[src/rtl/edr_pkg.sv]
package edr_pkg;

    typedef enum logic [2:0] {
        ST_CAL    = 3'd0,
        ST_LISTEN = 3'd1,
        ST_GAIN   = 3'd2,
        ST_COARSE = 3'd3,
        ST_DEMOD  = 3'd4,
        ST_REPLY  = 3'd5
    } edr_state_e;

endpackage

[src/rtl/edr_bit_energy.sv]
// Groups SPB valid samples into one bit period; reports total and peak.
module edr_bit_energy #(
    parameter int SMP_W = 4,
    parameter int SPB   = 4,
    localparam int ACC_W = SMP_W + $clog2(SPB),
    localparam int CNT_W = (SPB > 1) ? $clog2(SPB) : 1
) (
    input  logic             clk,
    input  logic             rst_n,
    input  logic             smp_valid,
    input  logic [SMP_W-1:0] smp,
    output logic             bit_done,
    output logic [ACC_W-1:0] bit_sum,
    output logic [SMP_W-1:0] bit_peak
);

    typedef struct packed {
        logic [CNT_W-1:0] cnt;
        logic [ACC_W-1:0] sum;
        logic [SMP_W-1:0] peak;
        logic [ACC_W-1:0] out_sum;
        logic [SMP_W-1:0] out_peak;
        logic             done;
    } acc_t;

    acc_t acc_d, acc_q;

    always_comb begin
        logic [ACC_W-1:0] s;
        logic [SMP_W-1:0] p;
        acc_d      = acc_q;
        acc_d.done = 1'b0;
        s = acc_q.sum + ACC_W'(smp);
        p = (smp > acc_q.peak) ? smp : acc_q.peak;
        if (smp_valid) begin
            if (acc_q.cnt == CNT_W'(SPB - 1)) begin
                acc_d.out_sum  = s;
                acc_d.out_peak = p;
                acc_d.done     = 1'b1;
                acc_d.cnt      = '0;
                acc_d.sum      = '0;
                acc_d.peak     = '0;
            end else begin
                acc_d.cnt  = acc_q.cnt + 1'b1;
                acc_d.sum  = s;
                acc_d.peak = p;
            end
        end
    end

    always_ff @(posedge clk or negedge rst_n) begin
        if (!rst_n) acc_q <= '0;
        else        acc_q <= acc_d;
    end

    assign bit_done = acc_q.done;
    assign bit_sum  = acc_q.out_sum;
    assign bit_peak = acc_q.out_peak;

endmodule

[src/rtl/edr_ctrl.sv]
// Phase state machine: calibration, listening, gain tuning, lock, frame.
module edr_ctrl
    import edr_pkg::*;
#(
    parameter int SMP_W      = 4,
    parameter int ACC_W      = 6,
    parameter int GAIN_W     = 4,
    parameter int GAIN_INIT  = 8,
    parameter int MAX_TRIES  = 16,
    parameter int COARSE_TMO = 64,
    parameter int OFS_W      = 8,
    localparam int THR_W = ACC_W + 1,
    localparam int TRY_W = $clog2(MAX_TRIES + 1),
    localparam int TMO_W = (COARSE_TMO > 1) ? $clog2(COARSE_TMO) : 1
) (
    input  logic              clk,
    input  logic              rst_n,
    input  logic              bit_done,
    input  logic [ACC_W-1:0]  bit_sum,
    input  logic [SMP_W-1:0]  bit_peak,
    input  logic [ACC_W-1:0]  margin,
    input  logic              coarse_lock,
    input  logic [OFS_W-1:0]  coarse_off,
    input  logic              frame_end,
    input  logic [OFS_W-1:0]  fine_off,
    input  logic              rng_cmd,
    output edr_state_e        state,
    output logic [GAIN_W-1:0] gain_code,
    output logic [THR_W-1:0]  threshold,
    output logic [OFS_W-1:0]  reply_coarse,
    output logic [OFS_W-1:0]  reply_fine
);

    localparam logic [SMP_W-1:0] FULL = '1;
    localparam logic [SMP_W-1:0] HALF = {1'b1, {(SMP_W-1){1'b0}}};

    typedef struct packed {
        edr_state_e        st;
        logic [GAIN_W-1:0] gain;
        logic [THR_W-1:0]  thr;
        logic [TRY_W-1:0]  tries;
        logic [TMO_W-1:0]  tmo;
        logic              armed;
        logic [OFS_W-1:0]  rc;
        logic [OFS_W-1:0]  rf;
    } ctrl_t;

    ctrl_t c_d, c_q;

    always_comb begin
        logic in_range;
        c_d      = c_q;
        in_range = 1'b0;
        unique case (c_q.st)
            ST_CAL: begin
                if (bit_done) begin
                    c_d.thr = THR_W'(bit_sum) + THR_W'(margin);
                    c_d.st  = ST_LISTEN;
                end
            end
            ST_LISTEN: begin
                if (bit_done && (THR_W'(bit_sum) > c_q.thr)) begin
                    c_d.st    = ST_GAIN;
                    c_d.tries = '0;
                end
            end
            ST_GAIN: begin
                if (bit_done) begin
                    if (bit_peak == FULL) begin
                        if (c_q.gain != '0) c_d.gain = c_q.gain - 1'b1;
                    end else if (bit_peak < HALF) begin
                        if (c_q.gain != '1) c_d.gain = c_q.gain + 1'b1;
                    end else begin
                        in_range = 1'b1;
                    end
                    c_d.tries = c_q.tries + 1'b1;
                    if (in_range || (c_q.tries == TRY_W'(MAX_TRIES - 1))) begin
                        c_d.st  = ST_COARSE;
                        c_d.tmo = '0;
                    end
                end
            end
            ST_COARSE: begin
                if (coarse_lock) begin
                    c_d.st    = ST_DEMOD;
                    c_d.rc    = coarse_off;
                    c_d.armed = 1'b0;
                end else if (c_q.tmo == TMO_W'(COARSE_TMO - 1)) begin
                    c_d.st = ST_LISTEN;
                end else begin
                    c_d.tmo = c_q.tmo + 1'b1;
                end
            end
            ST_DEMOD: begin
                if (rng_cmd) c_d.armed = 1'b1;
                if (frame_end) begin
                    c_d.rf = fine_off;
                    c_d.st = (c_q.armed || rng_cmd) ? ST_REPLY : ST_LISTEN;
                end
            end
            ST_REPLY: begin
                c_d.st    = ST_LISTEN;
                c_d.armed = 1'b0;
            end
            default: c_d.st = ST_CAL;
        endcase
    end

    always_ff @(posedge clk or negedge rst_n) begin
        if (!rst_n) begin
            c_q.st    <= ST_CAL;
            c_q.gain  <= GAIN_W'(GAIN_INIT);
            c_q.thr   <= '0;
            c_q.tries <= '0;
            c_q.tmo   <= '0;
            c_q.armed <= 1'b0;
            c_q.rc    <= '0;
            c_q.rf    <= '0;
        end else begin
            c_q <= c_d;
        end
    end

    assign state        = c_q.st;
    assign gain_code    = c_q.gain;
    assign threshold    = c_q.thr;
    assign reply_coarse = c_q.rc;
    assign reply_fine   = c_q.rf;

endmodule

[src/rtl/edr_sequencer.sv]
module edr_sequencer
    import edr_pkg::*;
#(
    parameter int SMP_W      = 4,
    parameter int SPB        = 4,
    parameter int GAIN_W     = 4,
    parameter int GAIN_INIT  = 8,
    parameter int MAX_TRIES  = 16,
    parameter int COARSE_TMO = 64,
    parameter int OFS_W      = 8,
    localparam int ACC_W = SMP_W + $clog2(SPB),
    localparam int THR_W = ACC_W + 1
) (
    input  logic              clk,
    input  logic              rst_n,
    input  logic              smp_valid,
    input  logic [SMP_W-1:0]  smp,
    input  logic [ACC_W-1:0]  margin,
    input  logic              coarse_lock,
    input  logic [OFS_W-1:0]  coarse_off,
    input  logic              frame_end,
    input  logic [OFS_W-1:0]  fine_off,
    input  logic              rng_cmd,
    output logic [GAIN_W-1:0] gain_code,
    output logic [THR_W-1:0]  threshold,
    output logic              cal_en,
    output logic              listen_en,
    output logic              gain_en,
    output logic              coarse_en,
    output logic              demod_en,
    output logic              fine_en,
    output logic              reply_go,
    output logic [OFS_W-1:0]  reply_coarse,
    output logic [OFS_W-1:0]  reply_fine
);

    logic             bit_done;
    logic [ACC_W-1:0] bit_sum;
    logic [SMP_W-1:0] bit_peak;
    edr_state_e       state;

    edr_bit_energy #(
        .SMP_W (SMP_W),
        .SPB   (SPB)
    ) u_energy (
        .clk       (clk),
        .rst_n     (rst_n),
        .smp_valid (smp_valid),
        .smp       (smp),
        .bit_done  (bit_done),
        .bit_sum   (bit_sum),
        .bit_peak  (bit_peak)
    );

    edr_ctrl #(
        .SMP_W      (SMP_W),
        .ACC_W      (ACC_W),
        .GAIN_W     (GAIN_W),
        .GAIN_INIT  (GAIN_INIT),
        .MAX_TRIES  (MAX_TRIES),
        .COARSE_TMO (COARSE_TMO),
        .OFS_W      (OFS_W)
    ) u_ctrl (
        .clk          (clk),
        .rst_n        (rst_n),
        .bit_done     (bit_done),
        .bit_sum      (bit_sum),
        .bit_peak     (bit_peak),
        .margin       (margin),
        .coarse_lock  (coarse_lock),
        .coarse_off   (coarse_off),
        .frame_end    (frame_end),
        .fine_off     (fine_off),
        .rng_cmd      (rng_cmd),
        .state        (state),
        .gain_code    (gain_code),
        .threshold    (threshold),
        .reply_coarse (reply_coarse),
        .reply_fine   (reply_fine)
    );

    always_comb begin
        cal_en    = (state == ST_CAL);
        listen_en = (state == ST_LISTEN);
        gain_en   = (state == ST_GAIN);
        coarse_en = (state == ST_COARSE);
        demod_en  = (state == ST_DEMOD);
        fine_en   = (state == ST_DEMOD);
        reply_go  = (state == ST_REPLY);
    end

endmodule

[config.mk]
export PLATFORM = sky130hd
export DESIGN_NAME = edr_sequencer
export DESIGN_NICKNAME = d
export VERILOG_FILES = /design/src/rtl/edr_pkg.sv /design/src/rtl/edr_bit_energy.sv /design/src/rtl/edr_ctrl.sv /design/src/rtl/edr_sequencer.sv
export SDC_FILE = /design/constraint.sdc
export NUM_CORES = 1
export LEC_CHECK = 0
export BUFFER_PORTS_ARGS = -buffer_cell sky130_fd_sc_hd__buf_2
export CORE_ASPECT_RATIO = 1.5
export CORE_MARGIN = 2
export CORE_UTILIZATION = 45
export CTS_CLUSTER_DIAMETER = 80
export DETAILED_ROUTE_END_ITERATION = 7
export PLACE_DENSITY = 0.74
export SLEW_MARGIN = 5
export SYNTH_ARGS = -nofsm -noshare
export SYNTH_HDL_FRONTEND = slang
export SYNTH_SLANG_ARGS = --single-unit
[constraint.sdc]
create_clock -name clk -period 4 [get_ports clk]
set_clock_uncertainty 0.05 [all_clocks]
set_input_delay 0.2 -clock clk [delete_from_list [all_inputs] [get_ports clk]]
set_output_delay 0.2 -clock clk [all_outputs]
set_load 0.01 [all_outputs]
# Yosys cells after proc, flatten, opt, wreduce, memory -nomap -nowiden

Index checks and enable logic that the tools add are counted.

Register bits: 65
Bits in latches: 0
RAM bits: 0
Bits in read-only memories: 0
Input port bits: 32
Memories kept: 0

Add/sub/neg operators: 7
Multipliers: 0
Divide/modulo/power cells: 0
Order comparisons: 3
Equal/unequal tests: 21
Shift operators: 0
Multiplexer cells: 31
Bitwise logic cells: 0
Reductions and logical operators: 19

Operators with widths:

| operator                                                                 | number |
|---|---|
| 3-bit 2-to-1 mux                                                         | 7 |
| 4-bit 2-to-1 mux                                                         | 5 |
| 6-bit 2-to-1 mux                                                         | 3 |
| 3-bit one-hot mux with 6 select lines                                    | 1 |
| 12-bit 2-to-1 mux                                                        | 1 |
| 2-bit inequality test (second input constant)                            | 6 |
| 6-bit one-hot mux with 2 select lines                                    | 1 |
| 11-bit 2-to-1 mux                                                        | 1 |
| 5-bit one-hot mux with 2 select lines                                    | 1 |
| 5-bit AND reduction                                                      | 2 |
| 9-bit 2-to-1 mux                                                         | 1 |
| 2-bit by 1-bit inequality test with 1-bit output (second input constant) | 4 |
| 2-bit AND reduction                                                      | 4 |
| 2-bit nonzero test                                                       | 4 |
| 6-bit by 6-bit adder with 7-bit output                                   | 1 |
| 6-bit by 7-bit greater-than comparator with 1-bit output                 | 1 |
| 1-bit 2-to-1 mux                                                         | 7 |
| 7-bit 2-to-1 mux                                                         | 1 |
| 6-bit by 1-bit adder with 6-bit output (second input constant)           | 1 |
| 6-bit by 4-bit adder with 6-bit output                                   | 1 |
| 3-bit by 2-bit == test with 1-bit output (second input constant)         | 2 |
| 3-bit == test (second input constant)                                    | 2 |
| 6-bit == test (second input constant)                                    | 1 |
| 3-bit AND reduction                                                      | 2 |
| 20 further kinds                                                         | 21 |

# Longest topological paths before layout

Gate-level depths: netlist of the first run.

Depth in word-level cells: 9
Depth in mapped cells: 8
Mapped depth without buffers: 8

# Cells and area by module

Synthesis of the first run repeated with hierarchy kept, for this count alone.

Cell total of the unflattened synthesis: 398
Area total of the unflattened synthesis: 4105.2 µm²

By module, submodules not included:

| module         | instances | cells each | area an instance (µm²) |
|---|---|---|---|
| edr_ctrl       | 1         | 256        | 2658.8 |
| edr_bit_energy | 1         | 135        | 1391.3 |
| edr_sequencer  | 1         | 7          | 55.1 |

# Least setup slack after synthesis of the first run

No wires, ideal clock.

Path type: register to register
Start: reg u_ctrl.c_q[23] (netlist bit)
End: reg u_ctrl.c_q (netlist bit u_ctrl.state[1])
Library setup time: 0.128 ns
Arrival time: 1.820 ns
Slack: 2.003 ns
Cell stages (with the launch flop): 9
Path buffers: 0
Period minus slack after synthesis: 1.997 ns
Path through: dfrtp_1 ha_1 and3_1 ha_1 and4b_1 or2_0 a21oi_1 o211ai_2 mux2_1

Cells in the longest elaborated chain, start to end: 4

Ends and longest elaborated chain:

| item                                                              | RTL line       | RTL |
|---|---|---|
| start, declared                                                   | edr_ctrl.sv:48 | `ctrl_t c_d, c_q;` |
| 5-bit by 4-bit == test with 1-bit output                          | edr_ctrl.sv:77 | `if (in_range \|\| (c_q.tries == TRY_W'(MAX_TRIES - 1))) begin` |
| 1-bit logical OR                                                  | edr_ctrl.sv:77 |  |
| 2-bit by 1-bit inequality test with 1-bit output (no source line) | n/a            |  |
| 6-bit AND reduction (no source line)                              | n/a            |  |

No other way between the ends.
A chain may end at the register's enable or synchronous reset.

# Worst setup path after layout of the first run

Ends and elaborated chain as after synthesis.

==> results of run 1 <==
## area by class of cell
type	count	area share (%)
inverter	29	2.56
clock inverter	3	0.353
tap	105	3.09
multi-input combinational	248	41.4
clock buffer	12	6.27
timing repair buffer	67	8.06
sequential	65	38.3
## state kept, by name (all words and copies together) (netlist names)
register,cells
u_ctrl.c_q,12
u_energy.acc_q,12
u_ctrl.reply_coarse,8
u_ctrl.reply_fine,8
u_ctrl.threshold,7
u_energy.bit_sum,6
u_ctrl.gain_code,4
u_energy.bit_peak,4
u_ctrl.state,3
u_energy.bit_done,1
## synth_stat cells, types with 4 or more instances
cell and number:
sky130_fd_sc_hd__xor2_1 7, sky130_fd_sc_hd__o21ai_0 27, sky130_fd_sc_hd__buf_4 28, sky130_fd_sc_hd__nand3b_1 4
sky130_fd_sc_hd__a21oi_1 12, sky130_fd_sc_hd__nand2_1 55, sky130_fd_sc_hd__dfrtp_1 64, sky130_fd_sc_hd__xnor2_1 6
sky130_fd_sc_hd__buf_6 4, sky130_fd_sc_hd__o22ai_1 6, sky130_fd_sc_hd__inv_1 26, sky130_fd_sc_hd__nor2_1 20
sky130_fd_sc_hd__mux2_1 9, sky130_fd_sc_hd__mux2i_1 6, sky130_fd_sc_hd__a21o_1 6, sky130_fd_sc_hd__ha_1 26
## metal layers
metal	vias to the layer above	routed length, um
li1	1350	-
met1	1289	2980
met2	67	3470
met3	14	380
met4	0	190
met5	-	0
## through the flow
step | instances | instance area (um2) | worst slack, ns | util [%] | hold WS [ns]
2_1_floorplan | 378 | 3770 | 2.00 | - | -0.146
3_3_place_gp | 513 | 3960 | 1.96 | 49.1 | 0.319
3_5_place_dp | 513 | 3960 | 1.87 | 49.1 | 0.336
4_1_cts | 529 | 4250 | 1.85 | 52.8 | 0.00524
5_1_grt | 529 | 4250 | 1.66 | 52.8 | 0.0241
6_report | 529 | 4250 | 1.86 | 52.8 | 0.0125
## worst paths after layout
| kind | slack, ns | to |
|---|---|---|
| max reg2reg | 1.86 | u_ctrl.state[1] |
| min | 0.01 | u_ctrl.reply_coarse[5] |
| max in group asynchronous | 2.54 | u_energy.bit_sum[0] |
| min in group asynchronous | 0.49 | u_ctrl.gain_code[0] |
| max | 1.86 | u_ctrl.state[1] |
| min reg2reg | 0.42 | u_ctrl.reply_coarse[3] |
## critical path: cells and delay by family (launching register included)
| kind | cells | cell delay, ns |
|---|---|---|
| compound gates | 2 | 0.36 |
| fa+ha+maj | 2 | 0.33 |
| flops | 1 | 0.38 |
| mux | 1 | 0.33 |
| simple gates | 3 | 0.58 |
## power breakdown
| group | total [mW] | switching (mW) | internal (mW) |
|---|---|---|---|
| clock | 0.729 | 0.267 | 0.462 |
| combinational | 1.20 | 0.649 | 0.551 |
| sequential | 1.14 | 0.213 | 0.924 |
## kinds of logic after synthesis
kind of cell / Yosys count / share of synthesized area (%)
AOI/OAI and AO/OA: 71 / 12.3
xor gates and xnor gates: 13 / 3.02
adders and majority gates: 29 / 10.2
buffers and inverters: 65 / 10.1
DFF: 65 / 43.2
muxes: 18 / 5.18
and+or+nand+nor: 117 / 15.9
## what timing repair did
item,in CTS,in global routing
hold endpoints to repair,39,0
resized for setup,0,0
hold buffers,1,0
==> run summary, run 1 <==
Summing over every cut layer, the via total after detailed routing is 2720. The count of buffers from port buffering was 65. The max-slew violation total from the final report is 0, and the final number of hold-violating endpoints is 0.

The tools report the post-detailed-routing wire length as 7010 um. Compared with the post-synthesis result, the final layout area differs by 12.8%. Entering global routing, the biggest net connects 42 pins.

Static timing analysis puts the maximum clock frequency at 0.467 GHz. 0 antenna diodes ended up in the layout. The residual overflow from global routing came out at 0.

The number of antenna violations at the first check in global routing is 0. In this run the remaining antenna-violating nets after routing total 0. The worst pin sits at a relative slew slack of 39.3%. The die width is 78.7 um. Setup repair after global routing left no endpoint under its margin. The maximum single-stage delay on the critical path is 0.38 ns.

For this configuration, the core starts out at a cell density of 46.8%. In this run the worst setup path begins at u_ctrl.c_q[23]. The logs give 5330 um for the half-perimeter wire length of the detailed placement result and 2 for the number of buffers on the longest clock path. The buffers inserted during post-CTS setup optimization was 0. Counting stages on the worst path, the most repeated cell is sky130_fd_sc_hd__ha_1. Counting cells, the worst reg-to-reg path comes to 8. The clock tree synthesis step divided the H-tree into 3 levels.

STA classifies the critical path startpoint as a flop. Global routing consumed, on the met1 layer, 18.9% of the routing resources. The most common cell after layout, fill and taps aside was sky130_fd_sc_hd__buf_2. The core region is 0.00806 mm2.

The multi-input combinational cells in the finished layout cover a total of 0.00176 mm2. The actual transition at the worst max-transition pin works out to 0.910 ns. The most used flip-flop cell after synthesis is sky130_fd_sc_hd__dfrtp_1. TritonCTS built the clock tree. Power spread over the standard cell area amounts to 721 mW/mm2.

The largest area contributor in the netlist is sky130_fd_sc_hd__dfrtp_1. Counting flops with an async set or reset pin after synthesis yields a share of 100%. The routed via count divided by cell count was 5.14. Across the whole layout, storage elements account for 0.00163 mm2.

For the final routed database, the setup TNS stands at 0 ns. The area of the mapped netlist came out at 0.00377 mm2. The total clock sinks came out at 65.

The worst-case IR drop observed on VDD is 0.347 mV. The count of flip-flops with a built-in enable after synthesis was 0. The flow ran to the end, and the final reports show no timing, DRC or antenna violations.

By area the synthesized netlist is led by sky130_fd_sc_hd__dfrtp_1 42%, sky130_fd_sc_hd__ha_1 8.6%, sky130_fd_sc_hd__buf_4 5.6%. The floorplan step defined a die boundary enclosing 0.00914 mm2. At the end of routability-driven placement, the weighted congestion stood at 0.865.

After filler insertion, the fill cell instance count of the layout stands at 726. Synthesis handed over a netlist of 378 instances. The logs give 4 for the first-pass iteration count of the detailed router and 2.30 ns for the arrival time at the worst endpoint. The floorplan has 40 rows. The number of max-cap violations came out at 0.

The vertical extent of the die was 116 um; the total power was 3.07 mW. Standard cell with the maximum stage delay on the critical path: sky130_fd_sc_hd__dfrtp_1. The number of nets in the layout is 481, and the count of state elements after synthesis is 65. Endpoint kind of the worst setup timing path: a flop. The run gives 29.5% as the met2 usage in global routing.

The tools report the clock root buffer master as sky130_fd_sc_hd__clkbuf_16. The top cell types in the final layout, fill and taps aside, are 65 x sky130_fd_sc_hd__buf_2, 64 x sky130_fd_sc_hd__dfrtp_1, 55 x sky130_fd_sc_hd__nand2_1. Average detailed-routed wire length per instance: 13.3 um. The tools report the origin of the critical flop-to-flop path as u_ctrl.c_q[23]. The run gives 17.0% as the total routing resource utilization after global routing. Averaged over all synthesized cells, the footprint is 9.97 um2.

In this run, the number of DRC markers left after iteration 0 of detailed routing was 81. The worst path uses 53.5% of the clock period. The tools report the count of distinct cell types in the synthesized netlist as 62.

In this run the static leakage power is 2.23 nW. The number of synthesis warnings was 0; the final period demand of the worst path was 2.14 ns. The depth of the worst hold-timing path works out to 3. The TritonCTS buffer count was 9; the number of top-level pins was 66.

In this run the most used layer during global routing was met2. The tools report the met3 usage as 4.44%. The startpoint identified for the worst hold timing path is coarse_off[5]. The worst setup path is of the flop to flop kind.

Data on the critical path is required at its endpoint by 4.16 ns. Setup violations remaining at the end of the flow were counted as 0. In this run the worst path has a maximum fanout of 4. The logs give 0 for the number of remaining DRC errors and 2786 for the number of global-route vias before repair. Traced cell by cell, the critical path runs through ha_1, and3_1, ha_1, and4b_1, or2_0, a21oi_1, o211ai_2, mux2_1. The synthesized design devotes to its leading area cell type 42.5% of total area.

Cells with a size suffix above 1 make up 23.6% of the layout. The run gives 0.33 ns as the clock insertion delay at the later pin of the skew report. The path class of the tightest hold or removal check is input port to flop.

Sequential elements use 43.2% of the synthesized area. The first global-routing pass estimated 12200 um of wire. Synthesis produced a netlist with a net count of 439. The clock-pin slew on the worst setup and hold paths came out at 0.05 ns.
(Power assumes the default switching activity.)
==> inputs of run 2 (changes only) <==
--- a/config.mk
+++ b/config.mk
@@ -5,6 +5,7 @@
 export SDC_FILE = /design/constraint.sdc
 export NUM_CORES = 1
 export LEC_CHECK = 0
+export ABC_AREA = 1
 export BUFFER_PORTS_ARGS = -buffer_cell sky130_fd_sc_hd__buf_2
 export CORE_ASPECT_RATIO = 1.5
 export CORE_MARGIN = 2
==> constraint.sdc (replaced) <==
create_clock -name clk -period 2.2 [get_ports clk]
set_clock_uncertainty 0.05 [all_clocks]
set_input_delay 0.11 -clock clk [delete_from_list [all_inputs] [get_ports clk]]
set_output_delay 0.11 -clock clk [all_outputs]
set_load 0.01 [all_outputs]
==> run 2 against run 1 <==
Against the previous run:
- flip-flop and latch count stayed put
- global-route usage grew 0.96 points
- worst setup slack got worse by 1.5 ns
- critical path type unchanged
==> run summary, run 2 <==
The number of remaining DRC errors was 0; the vertical extent of the die was 118 um. Summed over all nets, wire length on met2 after detailed routing comes to 4130 um. The tools report the number of synthesis warnings as 0.

The top cell type by area accounts for 41.4% of the synthesized area. The highest clock rate is 0.545 GHz, and the final number of hold-violating endpoints is 0. From synthesis to final layout, the design area changed by 18.5%.

The core region is 0.00836 mm2. The path with the worst hold slack has its endpoint at u_ctrl.c_q[16]. Counting distinct cell types in the post-synthesis netlist gives 34.

For the number of DRC violations after detailed-routing iteration 0, the log shows 100. Of all nets on the critical path, the largest fanout is 9. The tools report the total routing resource utilization after global routing as 17.9%. Summing every instance area after synthesis gives 0.00387 mm2. Sequential elements use 42.1% of the synthesized area. The deepest level of the CTS H-tree was 3; the number of max-cap violations was 0. Remaining antenna violation count after routing: 0. The most frequent cell after synthesis is sky130_fd_sc_hd__nand2_1.

The number of top-level pins came out at 66. At the pin with the least slew margin, the transition time is 0.508 ns. The final critical path takes up 83.5% of the cycle.

VDD sags by at most 0.694 mV. TritonCTS created 9 clock buffers. The run finished with clean final reports.

The tools report the kind of start point of the critical path as a flop. The post-detailed-routing wire length was 7710 um. The most common cell after layout, fill and taps aside is sky130_fd_sc_hd__nand2_1. Gates resized during post-CTS repair numbered 0.

The max-slew violation total from the final report was 0; the final cell area excluding filler cells was 0.00458 mm2. The average instance in the mapped netlist occupies 8.75 um2. The final period demand of the worst path was 1.84 ns; the worst setup slack after placement was 0.369 ns.

For the half-perimeter wire length of the detailed placement result, the log shows 6000 um. The number of inserted diodes is 0, and the slack of the critical path is 0.364 ns. The first detailed-routing pass took 4 iterations. The floorplan has 41 rows. The proportion of layout cells with a drive suffix above 1 was 24.0%. The class of the tightest hold or removal check is input port to flop. Routed signal wires occupy layers up through met4.

At the end of the flow, the number of nets in the layout was 569. The first-pass GRT wire length was 13200 um; the routed via count divided by cell count was 4.92. Wire segments on met3 add up to 383 um in the final route. At the worst endpoint, the arrival time is 2.00 ns. After synthesis, the share of flip-flops with an asynchronous set or reset is 100%.

The endpoint identified for the worst register-to-register timing path is u_ctrl.c_q[22]. CTS placed an instance of sky130_fd_sc_hd__clkbuf_16 at the clock tree root. The library cells used most frequently in the layout, excluding fill and tap cells, are 114 x sky130_fd_sc_hd__nand2_1, 65 x sky130_fd_sc_hd__buf_2, 64 x sky130_fd_sc_hd__dfrtp_1.

The synthesized design contains 0 enable-type register cells. Minimum hold slack: 0.00553 ns. In the post-synthesis netlist, the biggest area contributors are sky130_fd_sc_hd__dfrtp_1 41%, sky130_fd_sc_hd__nand2_1 11%, sky130_fd_sc_hd__ha_1 8.4%. The floorplan step set the die width to 79.7 um. The run gives 442 as the gate count after technology mapping.

The number of nets in the synthesized netlist is 503. The worst hold path passes through 3 cells. TritonCTS built the clock tree.

The worst pin sits at a relative slew slack of 66.1%. The count of buffers from port buffering came out at 65. Worst path required time: 2.37 ns. The startpoint identified for the worst register-to-register timing path is u_ctrl.c_q[23]. Sum of negative setup slack: 0 ns.

The run gives 0 as the number of antenna violations at the first check in global routing. Summing over every cut layer, the via total after detailed routing is 3053. Total of fill cells in the finished design: 744. For this configuration, the core starts out at a cell density of 46.3%. The worst hold path begins at rng_cmd. The worst setup path is captured at a flop. Clock insertion delay at the later pin of the skew report: 0.33 ns.

In this run the power density over the cells is 1230 mW/mm2. The count of state elements after synthesis is 65, and the placed instance area is 0.00413 mm2. Summing all flip-flop and latch instances after layout gives 0.00163 mm2. In this run the static leakage power is 2.45 nW. The met1 layer wirelength in the final routing was 3040 um. The die covers 0.00937 mm2. The clock drives 65 sinks.

The largest registers in the layout are u_ctrl.c_q (12), u_energy.acc_q (12). Setup repair after global routing left no endpoint under its margin. The startpoint-to-endpoint class of the critical path was flop to flop.

The clock passes through at most 2 buffers. The commonest cells after synthesis are 114 x sky130_fd_sc_hd__nand2_1, 64 x sky130_fd_sc_hd__dfrtp_1, 51 x sky130_fd_sc_hd__inv_1. The dominant synthesized flop cell was sky130_fd_sc_hd__dfrtp_1.

In the final layout, the multi-input gates occupy 0.00181 mm2. Entering global routing, the biggest net connects 25 pins. For the worst flop-to-flop path, the logic depth is 12. Setup slack on the worst reg-to-reg path comes out at 0.36 ns.

For the number of global-route vias before repair, the log shows 3105. Summed over all instances, the cell type with the most area after synthesis is sky130_fd_sc_hd__dfrtp_1. After clock tree synthesis, the clock-pin slew on the worst setup and hold paths is 0.05 ns. The total of endpoints with negative setup slack in the final report was 0; the residual overflow from global routing was 0. Dividing the detail-routed wire length by the instance count gives 12.4 um. Routability-driven placement finished with a final weighted congestion of 0.817.
-- run 2: worst max path at each step --
stage,startpoint,to,slack (ns),depth (start not counted)
final,u_ctrl.c_q[23],u_ctrl.c_q[22],0.36,12
after global routing,u_ctrl.c_q[23],u_ctrl.c_q[22],0.22,12
after CTS,u_energy.bit_peak[3],u_ctrl.gain_code[3],0.36,8
after detailed placement,u_energy.bit_peak[3],u_ctrl.gain_code[3],0.37,8
after global placement,u_energy.bit_peak[3],u_ctrl.gain_code[3],0.46,8
after floorplan,u_energy.bit_peak[3],u_ctrl.gain_code[3],0.52,8
-- run 2: worst max-delay path: stages (launching register included) --
cell and delay (ns):
sky130_fd_sc_hd__dfrtp_1 0.41, sky130_fd_sc_hd__ha_1 0.24, sky130_fd_sc_hd__nand2_1 0.07, sky130_fd_sc_hd__nor2_1 0.04
sky130_fd_sc_hd__ha_1 0.18, sky130_fd_sc_hd__inv_1 0.05, sky130_fd_sc_hd__nand2_1 0.05, sky130_fd_sc_hd__nand2_1 0.05
sky130_fd_sc_hd__nand2_1 0.12, sky130_fd_sc_hd__o21ai_2 0.19, sky130_fd_sc_hd__inv_1 0.11, sky130_fd_sc_hd__nand2_1 0.09
sky130_fd_sc_hd__nand2_1 0.06
-- run 2: cell families (layout without fill, tap and decap cells) --
kind of cell	Yosys count	count (layout)	share of synthesized area (%)
buffers and inverters	86	157	11.2
adders and majority gates	29	29	9.96
and+or+nand+nor	183	183	21.6
muxes	16	16	4.66
AOI/OAI and AO/OA	51	51	7.60
DFF	65	65	42.1
xor gates and xnor gates	12	12	2.91
-- run 2: repair_timing --
action                                 in CTS  in global routing
endpoints found under the hold margin      38                  0
hold buffers                               18                  0
buffers inserted                            0                  0
-- run 2: cell type report --
class / count / share of cell area [%]
clock buffers: 13 / 5.68
clock inverters: 3 / 0.328
inverters: 55 / 4.56
multi-input cells: 291 / 39.5
flip-flops and latches: 65 / 35.5
well taps: 107 / 2.92
repair buffers: 86 / 11.5
-- run 2: power by group --
| group | internal [mW] | switching (mW) | total, mW |
|---|---|---|---|
| Clock | 0.816 | 0.480 | 1.30 |
| Sequential | 1.66 | 0.344 | 2.00 |
| Combinational | 0.978 | 1.37 | 2.35 |
-- run 2: metrics by stage --
stage	util (%)	power [mW]	instances
CTS	54.8	5.72	620
global route	54.8	6.18	620
detailed placement	49.3	4.36	586
finish	54.8	5.65	620
floorplan	-	3.93	442
global placement	49.3	4.25	586
-- run 2: layer usage --
layer | vias to the layer above | global-route usage (%)
li1 | 1544 | -
met1 | 1427 | 18.5
met2 | 67 | 32.6
met3 | 15 | 5.37
met4 | 0 | 7.44
met5 | - | 0
